===== src/rtl/tlb_asid_pkg.sv =====
package tlb_asid_pkg;
   // How a fill picks the slot it writes.
   typedef enum logic [1:0] {
      SRC_MATCH = 2'd0,   // rewrite the entry already holding this translation
      SRC_FREE  = 2'd1,   // lowest invalid slot
      SRC_EVICT = 2'd2,   // round-robin over unpinned slots
      SRC_NONE  = 2'd3    // every slot pinned: drop the fill
   } fill_src_e;
endpackage


===== src/rtl/tlb_asid_match.sv =====
module tlb_asid_match #(
   parameter int ENTRIES = 16,
   parameter int VPN_W   = 20,
   parameter int ASID_W  = 8
) (
   input  logic [ENTRIES-1:0] valid,
   input  logic [VPN_W-1:0]   ent_vpn  [ENTRIES],
   input  logic [ASID_W-1:0]  ent_asid [ENTRIES],
   input  logic [VPN_W-1:0]   key_vpn,
   input  logic [ASID_W-1:0]  key_asid,
   output logic [ENTRIES-1:0] match
);
   for (genvar g = 0; g < ENTRIES; g++) begin : g_cmp
      assign match[g] = valid[g] && (ent_vpn[g] == key_vpn) && (ent_asid[g] == key_asid);
   end
endmodule


===== src/rtl/tlb_asid_victim.sv =====
module tlb_asid_victim
   import tlb_asid_pkg::*;
#(
   parameter int ENTRIES = 16,
   localparam int IDX_W  = $clog2(ENTRIES)
) (
   input  logic [ENTRIES-1:0] match,
   input  logic [ENTRIES-1:0] valid,
   input  logic [ENTRIES-1:0] wired,
   input  logic [IDX_W-1:0]   rr_ptr,
   output logic [IDX_W-1:0]   sel_idx,
   output fill_src_e          sel_src
);
   logic [IDX_W-1:0] match_idx, free_idx, evict_idx, cand;
   logic             any_match, any_free, any_evict;

   always_comb begin
      match_idx = '0;
      any_match = 1'b0;
      free_idx  = '0;
      any_free  = 1'b0;
      evict_idx = '0;
      any_evict = 1'b0;
      cand      = '0;
      for (int i = ENTRIES - 1; i >= 0; i--) begin
         if (match[i]) begin
            match_idx = IDX_W'(i);
            any_match = 1'b1;
         end
         if (!valid[i]) begin
            free_idx = IDX_W'(i);
            any_free = 1'b1;
         end
      end
      // descending offset so the smallest offset from the pointer wins
      for (int k = ENTRIES - 1; k >= 0; k--) begin
         cand = rr_ptr + IDX_W'(k);
         if (!wired[cand]) begin
            evict_idx = cand;
            any_evict = 1'b1;
         end
      end
      if (any_match) begin
         sel_idx = match_idx;
         sel_src = SRC_MATCH;
      end else if (any_free) begin
         sel_idx = free_idx;
         sel_src = SRC_FREE;
      end else if (any_evict) begin
         sel_idx = evict_idx;
         sel_src = SRC_EVICT;
      end else begin
         sel_idx = '0;
         sel_src = SRC_NONE;
      end
   end
endmodule


===== src/rtl/tlb_asid.sv =====
module tlb_asid
   import tlb_asid_pkg::*;
#(
   parameter int ENTRIES = 16,
   parameter int VPN_W   = 20,
   parameter int PFN_W   = 16,
   parameter int ASID_W  = 8,
   localparam int IDX_W  = $clog2(ENTRIES)
) (
   input  logic              clk,
   input  logic              rst_n,
   input  logic              lk_valid,
   input  logic [VPN_W-1:0]  lk_vpn,
   input  logic [ASID_W-1:0] lk_asid,
   input  logic              lk_write,
   output logic              lk_hit,
   output logic              lk_miss,
   output logic [PFN_W-1:0]  lk_frame,
   output logic              lk_writable,
   output logic              lk_fault,
   input  logic              fill_valid,
   input  logic [VPN_W-1:0]  fill_vpn,
   input  logic [ASID_W-1:0] fill_asid,
   input  logic [PFN_W-1:0]  fill_frame,
   input  logic              fill_writable,
   input  logic              fill_wired,
   input  logic              flush_all,
   input  logic              flush_asid,
   input  logic [ASID_W-1:0] flush_asid_id
);
   if (ENTRIES < 2 || (ENTRIES & (ENTRIES - 1)) != 0) begin : g_bad_entries
      $error("tlb_asid: ENTRIES must be a power of two of at least 2");
   end
   if (VPN_W < 1 || PFN_W < 1 || ASID_W < 1) begin : g_bad_width
      $error("tlb_asid: field widths must be positive");
   end

   logic [ENTRIES-1:0] valid_q, wired_q, wr_q;
   logic [VPN_W-1:0]   vpn_q   [ENTRIES];
   logic [ASID_W-1:0]  asid_q  [ENTRIES];
   logic [PFN_W-1:0]   frame_q [ENTRIES];
   logic [IDX_W-1:0]   rr_ptr;

   logic [ENTRIES-1:0] lk_match, fill_match, flush_hit;
   logic [IDX_W-1:0]   sel_idx;
   fill_src_e          sel_src;
   logic               fill_do;

   tlb_asid_match #(.ENTRIES(ENTRIES), .VPN_W(VPN_W), .ASID_W(ASID_W)) u_lk_match (
      .valid(valid_q), .ent_vpn(vpn_q), .ent_asid(asid_q),
      .key_vpn(lk_vpn), .key_asid(lk_asid), .match(lk_match)
   );

   tlb_asid_match #(.ENTRIES(ENTRIES), .VPN_W(VPN_W), .ASID_W(ASID_W)) u_fill_match (
      .valid(valid_q), .ent_vpn(vpn_q), .ent_asid(asid_q),
      .key_vpn(fill_vpn), .key_asid(fill_asid), .match(fill_match)
   );

   tlb_asid_victim #(.ENTRIES(ENTRIES)) u_victim (
      .match(fill_match), .valid(valid_q), .wired(wired_q), .rr_ptr(rr_ptr),
      .sel_idx(sel_idx), .sel_src(sel_src)
   );

   // read side: at most one entry matches, so an OR of masked fields selects it
   always_comb begin
      lk_frame    = '0;
      lk_writable = 1'b0;
      for (int i = 0; i < ENTRIES; i++) begin
         lk_frame    = lk_frame | (frame_q[i] & {PFN_W{lk_match[i]}});
         lk_writable = lk_writable | (wr_q[i] & lk_match[i]);
      end
   end

   assign lk_hit   = lk_valid && (|lk_match);
   assign lk_miss  = lk_valid && !(|lk_match);
   assign lk_fault = lk_hit && lk_write && !lk_writable;

   assign fill_do = fill_valid && (sel_src != SRC_NONE);

   for (genvar g = 0; g < ENTRIES; g++) begin : g_flush
      assign flush_hit[g] = !wired_q[g] &&
                            (flush_all || (flush_asid && asid_q[g] == flush_asid_id)) &&
                            !(fill_do && sel_idx == IDX_W'(g));
   end

   always_ff @(posedge clk or negedge rst_n) begin
      if (!rst_n) begin
         valid_q <= '0;
         wired_q <= '0;
         rr_ptr  <= '0;
      end else begin
         valid_q <= valid_q & ~flush_hit;
         if (fill_do) begin
            valid_q[sel_idx] <= 1'b1;
            wired_q[sel_idx] <= fill_wired;
         end
         if (fill_valid && sel_src == SRC_EVICT) begin
            rr_ptr <= sel_idx + 1'b1;
         end
      end
   end

   always_ff @(posedge clk) begin
      if (fill_do) begin
         vpn_q[sel_idx]   <= fill_vpn;
         asid_q[sel_idx]  <= fill_asid;
         frame_q[sel_idx] <= fill_frame;
         wr_q[sel_idx]    <= fill_writable;
      end
   end
endmodule


===== config.mk =====
export PLATFORM = sky130hd
export DESIGN_NAME = tlb_asid
export DESIGN_NICKNAME = d
export VERILOG_FILES = /design/src/rtl/tlb_asid_pkg.sv /design/src/rtl/tlb_asid_match.sv /design/src/rtl/tlb_asid_victim.sv /design/src/rtl/tlb_asid.sv
export SDC_FILE = /design/constraint.sdc
export NUM_CORES = 1
export LEC_CHECK = 0
export ABC_AREA = 0
export BUFFER_PORTS_ARGS = -buffer_cell sky130_fd_sc_hd__buf_4
export CAP_MARGIN = 30
export CORE_UTILIZATION = 50
export CTS_CLUSTER_DIAMETER = 200
export DETAILED_ROUTE_END_ITERATION = 16
export PLACE_DENSITY = 0.64
export SLEW_MARGIN = 5
export SYNTH_ARGS = -nofsm -noshare
export SYNTH_HDL_FRONTEND = slang
export SYNTH_HIERARCHICAL = 1
export SYNTH_SLANG_ARGS = --single-unit

===== constraint.sdc =====
create_clock -name clk -period 8.17 [get_ports clk]
set_input_delay 0.817 -clock clk [delete_from_list [all_inputs] [get_ports clk]]
set_output_delay 0.817 -clock clk [all_outputs]
set_load 0.005 [all_outputs]

==> impl_metrics.env <==
export IMPL_htreeDepth=3
export IMPL_drc=0
export IMPL_synth_top_area_share=0.535
export IMPL_firstDrtPassIters=6
export IMPL_final_layout_size_suffix_gt1_frac=0.144
export IMPL_fin_area_sq_mm=0.0446
export IMPL_outcome="finished, final reports clean"
export IMPL_synth_top_area_cell="edfxtp_1"
export IMPL_core_area_sq_mm=0.0795
export IMPL_period_share=0.779
export IMPL_setup_tns_ns=0
export IMPL_die_area_sq_mm=0.0820
export IMPL_yosysUniqueCellTypes=100
export IMPL_start_util=0.509
export IMPL_worstPathMaxFanout=27
export IMPL_globalRouteTotalUtil=0.344
export IMPL_endpoint_kind="register"
export IMPL_area_delta_synth_final_pct=10.3
export IMPL_place_ws_ns=1.74
export IMPL_grt_start_max_net_pins=48
export IMPL_root_buffer="clkbuf_16"
export IMPL_grt_first_pass_wirelength_um=200000
export IMPL_ff2ff_path_depth=13
export IMPL_drv_cap=0
export IMPL_gp_congestion=0.986
export IMPL_hold_viol=0
export IMPL_viasPerCell=6.61
export IMPL_wl_per_cell_um=34.2
export IMPL_num_vias=27500
export IMPL_synthCells=2955
export IMPL_setup_violations=0
export IMPL_cp_arrival_ns=6.68
export IMPL_post_cts_buffers=0
export IMPL_skew_ns=0.0292
export IMPL_antenna_found_initial=2
export IMPL_r2r_setup_slack_ns=1.81
export IMPL_syn_cell_area_sq_mm=0.0404
export IMPL_nNetsFinal=3144
export IMPL_fp_row_count=103
export IMPL_most_common_layout_cells="edfxtp_1 (720), xor2_1 (613), xnor2_1 (416), buf_4 (179), nor4_1 (164)"
export IMPL_yosys_warnings=6
export IMPL_worst_slack_ns=1.81
export IMPL_p_leak_nw=14.8
export IMPL_hp_class="in -> async"
export IMPL_worst_setup_path_start_kind="register"
export IMPL_utilization=0.561
export IMPL_io_pins=109
export IMPL_cts_resized=0
export IMPL_first_iter_violations=4063
export IMPL_place_area_sq_mm=0.0419
export IMPL_final_common_cell="edfxtp_1"
export IMPL_relSlewSlack=0.232
export IMPL_numCtsBuffers=82
export IMPL_async_reset_ff_frac=0.0476
export IMPL_synth_edf_count=720
export IMPL_critPathRequiredTime_ns=8.49
export IMPL_syn_area_per_cell_sq_um=13.7
export IMPL_clock_tree_buffer_depth=3
export IMPL_io_buffers=108
export IMPL_reg2reg_from="rr_ptr[2]$_DFFE_PN0P_"
export IMPL_ys_ff_latch=756
export IMPL_postRouteAntennaNets=0
export IMPL_rsz0062_at_grt="false"
export IMPL_max_freq_mhz=157
export IMPL_clock_latency_ns=0.66
export IMPL_cts_tree="yes"
export IMPL_synth_ff_type="edfxtp_1"
export IMPL_min_period_ns=6.36
export IMPL_overflow=0
export IMPL_drv_slew=0
export IMPL_dp_hpwl_um=91100
export IMPL_tightest_slew_ns=1.14
export IMPL_yosys_top_cells_area="edfxtp_1 (53%), xor2_1 (13%), xnor2_1 (9.0%)"
export IMPL_path_clk_slew_ns=0.07
export IMPL_ys_seq_area_frac=0.557
export IMPL_holdBufCountCts=0
export IMPL_power_mw=9.68
export IMPL_r2r_end="vpn_q[170]$_DFFE_PP_"
export IMPL_criticalPathCategory="reg -> reg"
export IMPL_vdd_drop_max_uv=190
export IMPL_syn_nets=3055
export IMPL_powerDensity_mw_per_mm2=217
export IMPL_die_h_um=286
export IMPL_die_width_um=286
export IMPL_clock_sinks=756
export IMPL_routed_wl_um=142000
export IMPL_first_global_vias=26800
[registers in the layout (all words and copies together), names as in the netlist]
name     count
vpn_q      320
frame_q    256
asid_q     128
valid_q     16
wired_q     16
wr_q        16
rr_ptr       4
[worst max-delay path, cell delays in order (launching register included)]
cell,delay (ns)
dfrtp_1,0.86
inv_1,0.54
ha_1,0.81
mux4_2,0.39
mux2_2,0.32
a311oi_1,0.28
nor3_1,0.09
o21ai_1,0.17
a21oi_1,0.09
nor4_1,0.52
o21ai_1,0.43
nor2b_4,0.31
and3_2,0.77
buf_4,0.43
[Yosys cell counts (all sizes together) (6+ instances only)]
cell    instances
a21boi          7
nor4          183
a221oi         69
nor2           48
a21oi          36
buf           172
ha             11
dfrtp          36
a22o           70
or2b            8
xor2          614
o31ai           6
a211oi          8
clkbuf         12
nor3           47
nand3          52
inv            26
a31o           12
nand2b         12
mux2i          25
nor2b           6
edfxtp        720
mux2           27
nand4         134
o21ai          18
xnor2         422
and3           13
nand2          49
mux4           33
[layout make-up]
cell class              instances  area [sq um]
inverters                      28           105
fillers                      6357         34900
well taps                    1050          1310
diodes                          2          5.00
multi-input cells            1986         16400
clock buffers                 109          2210
clock inverters                39           445
repair buffers                190          1560
flip-flops and latches        756         22500
[where the power goes]
group	leakage [nW]	switching [mW]	total (mW)	internal [mW]
logic	6.51	0.880	1.32	0.437
clock network	1.29	1.62	3.71	2.09
registers	6.99	0.170	4.65	4.48
[worst max-delay path by stage]
stage                          start                      end  slack (ns)  depth (start not counted)
2_1_floorplan  rr_ptr[1]$_DFFE_PN0P_  wired_q[14]$_DFFE_PN0P_        1.70                         17
3_5_place_dp            fill_vpn[11]      vpn_q[89]$_DFFE_PP_        1.74                         17
3_3_place_gp            fill_vpn[11]     vpn_q[161]$_DFFE_PP_        1.92                         17
5_1_grt        rr_ptr[2]$_DFFE_PN0P_     vpn_q[170]$_DFFE_PP_        1.53                         12
4_1_cts        rr_ptr[2]$_DFFE_PN0P_     vpn_q[170]$_DFFE_PP_        1.86                         13
6_report       rr_ptr[2]$_DFFE_PN0P_     vpn_q[170]$_DFFE_PP_        1.81                         13
[cells by family (layout without fill, tap and decap cells)]
kind of cell	Yosys count	count (layout)	synth area share
AOI/OAI and AO/OA	282	282	0.0577
xor gates and xnor gates	1036	1036	0.226
adders and majority gates	11	11	0.00340
buffers and inverters	213	366	0.0400
DFF	756	756	0.557
muxes	85	85	0.0330
other	0	2	0
and+or+nand+nor	572	572	0.0830
[per-layer routing]
layer  global-route usage  vias up  wire length, um
met4                0.139        0             6090
met5                    0        -                0
met3               0.0606      313            15900
met2                0.520     1862            63000
met1                0.493    14100            57300
li1                     -    11200                -
[through the flow]
stage | hold WS [ns] | std cells
6_report | 0.122 | 4160
5_1_grt | 0.159 | 4159
4_1_cts | 0.121 | 4156
3_5_place_dp | 0.664 | 4008
3_3_place_gp | 0.650 | 4008
2_1_floorplan | 0.472 | 2955
Note: power is estimated with default switching activity, not from simulation.
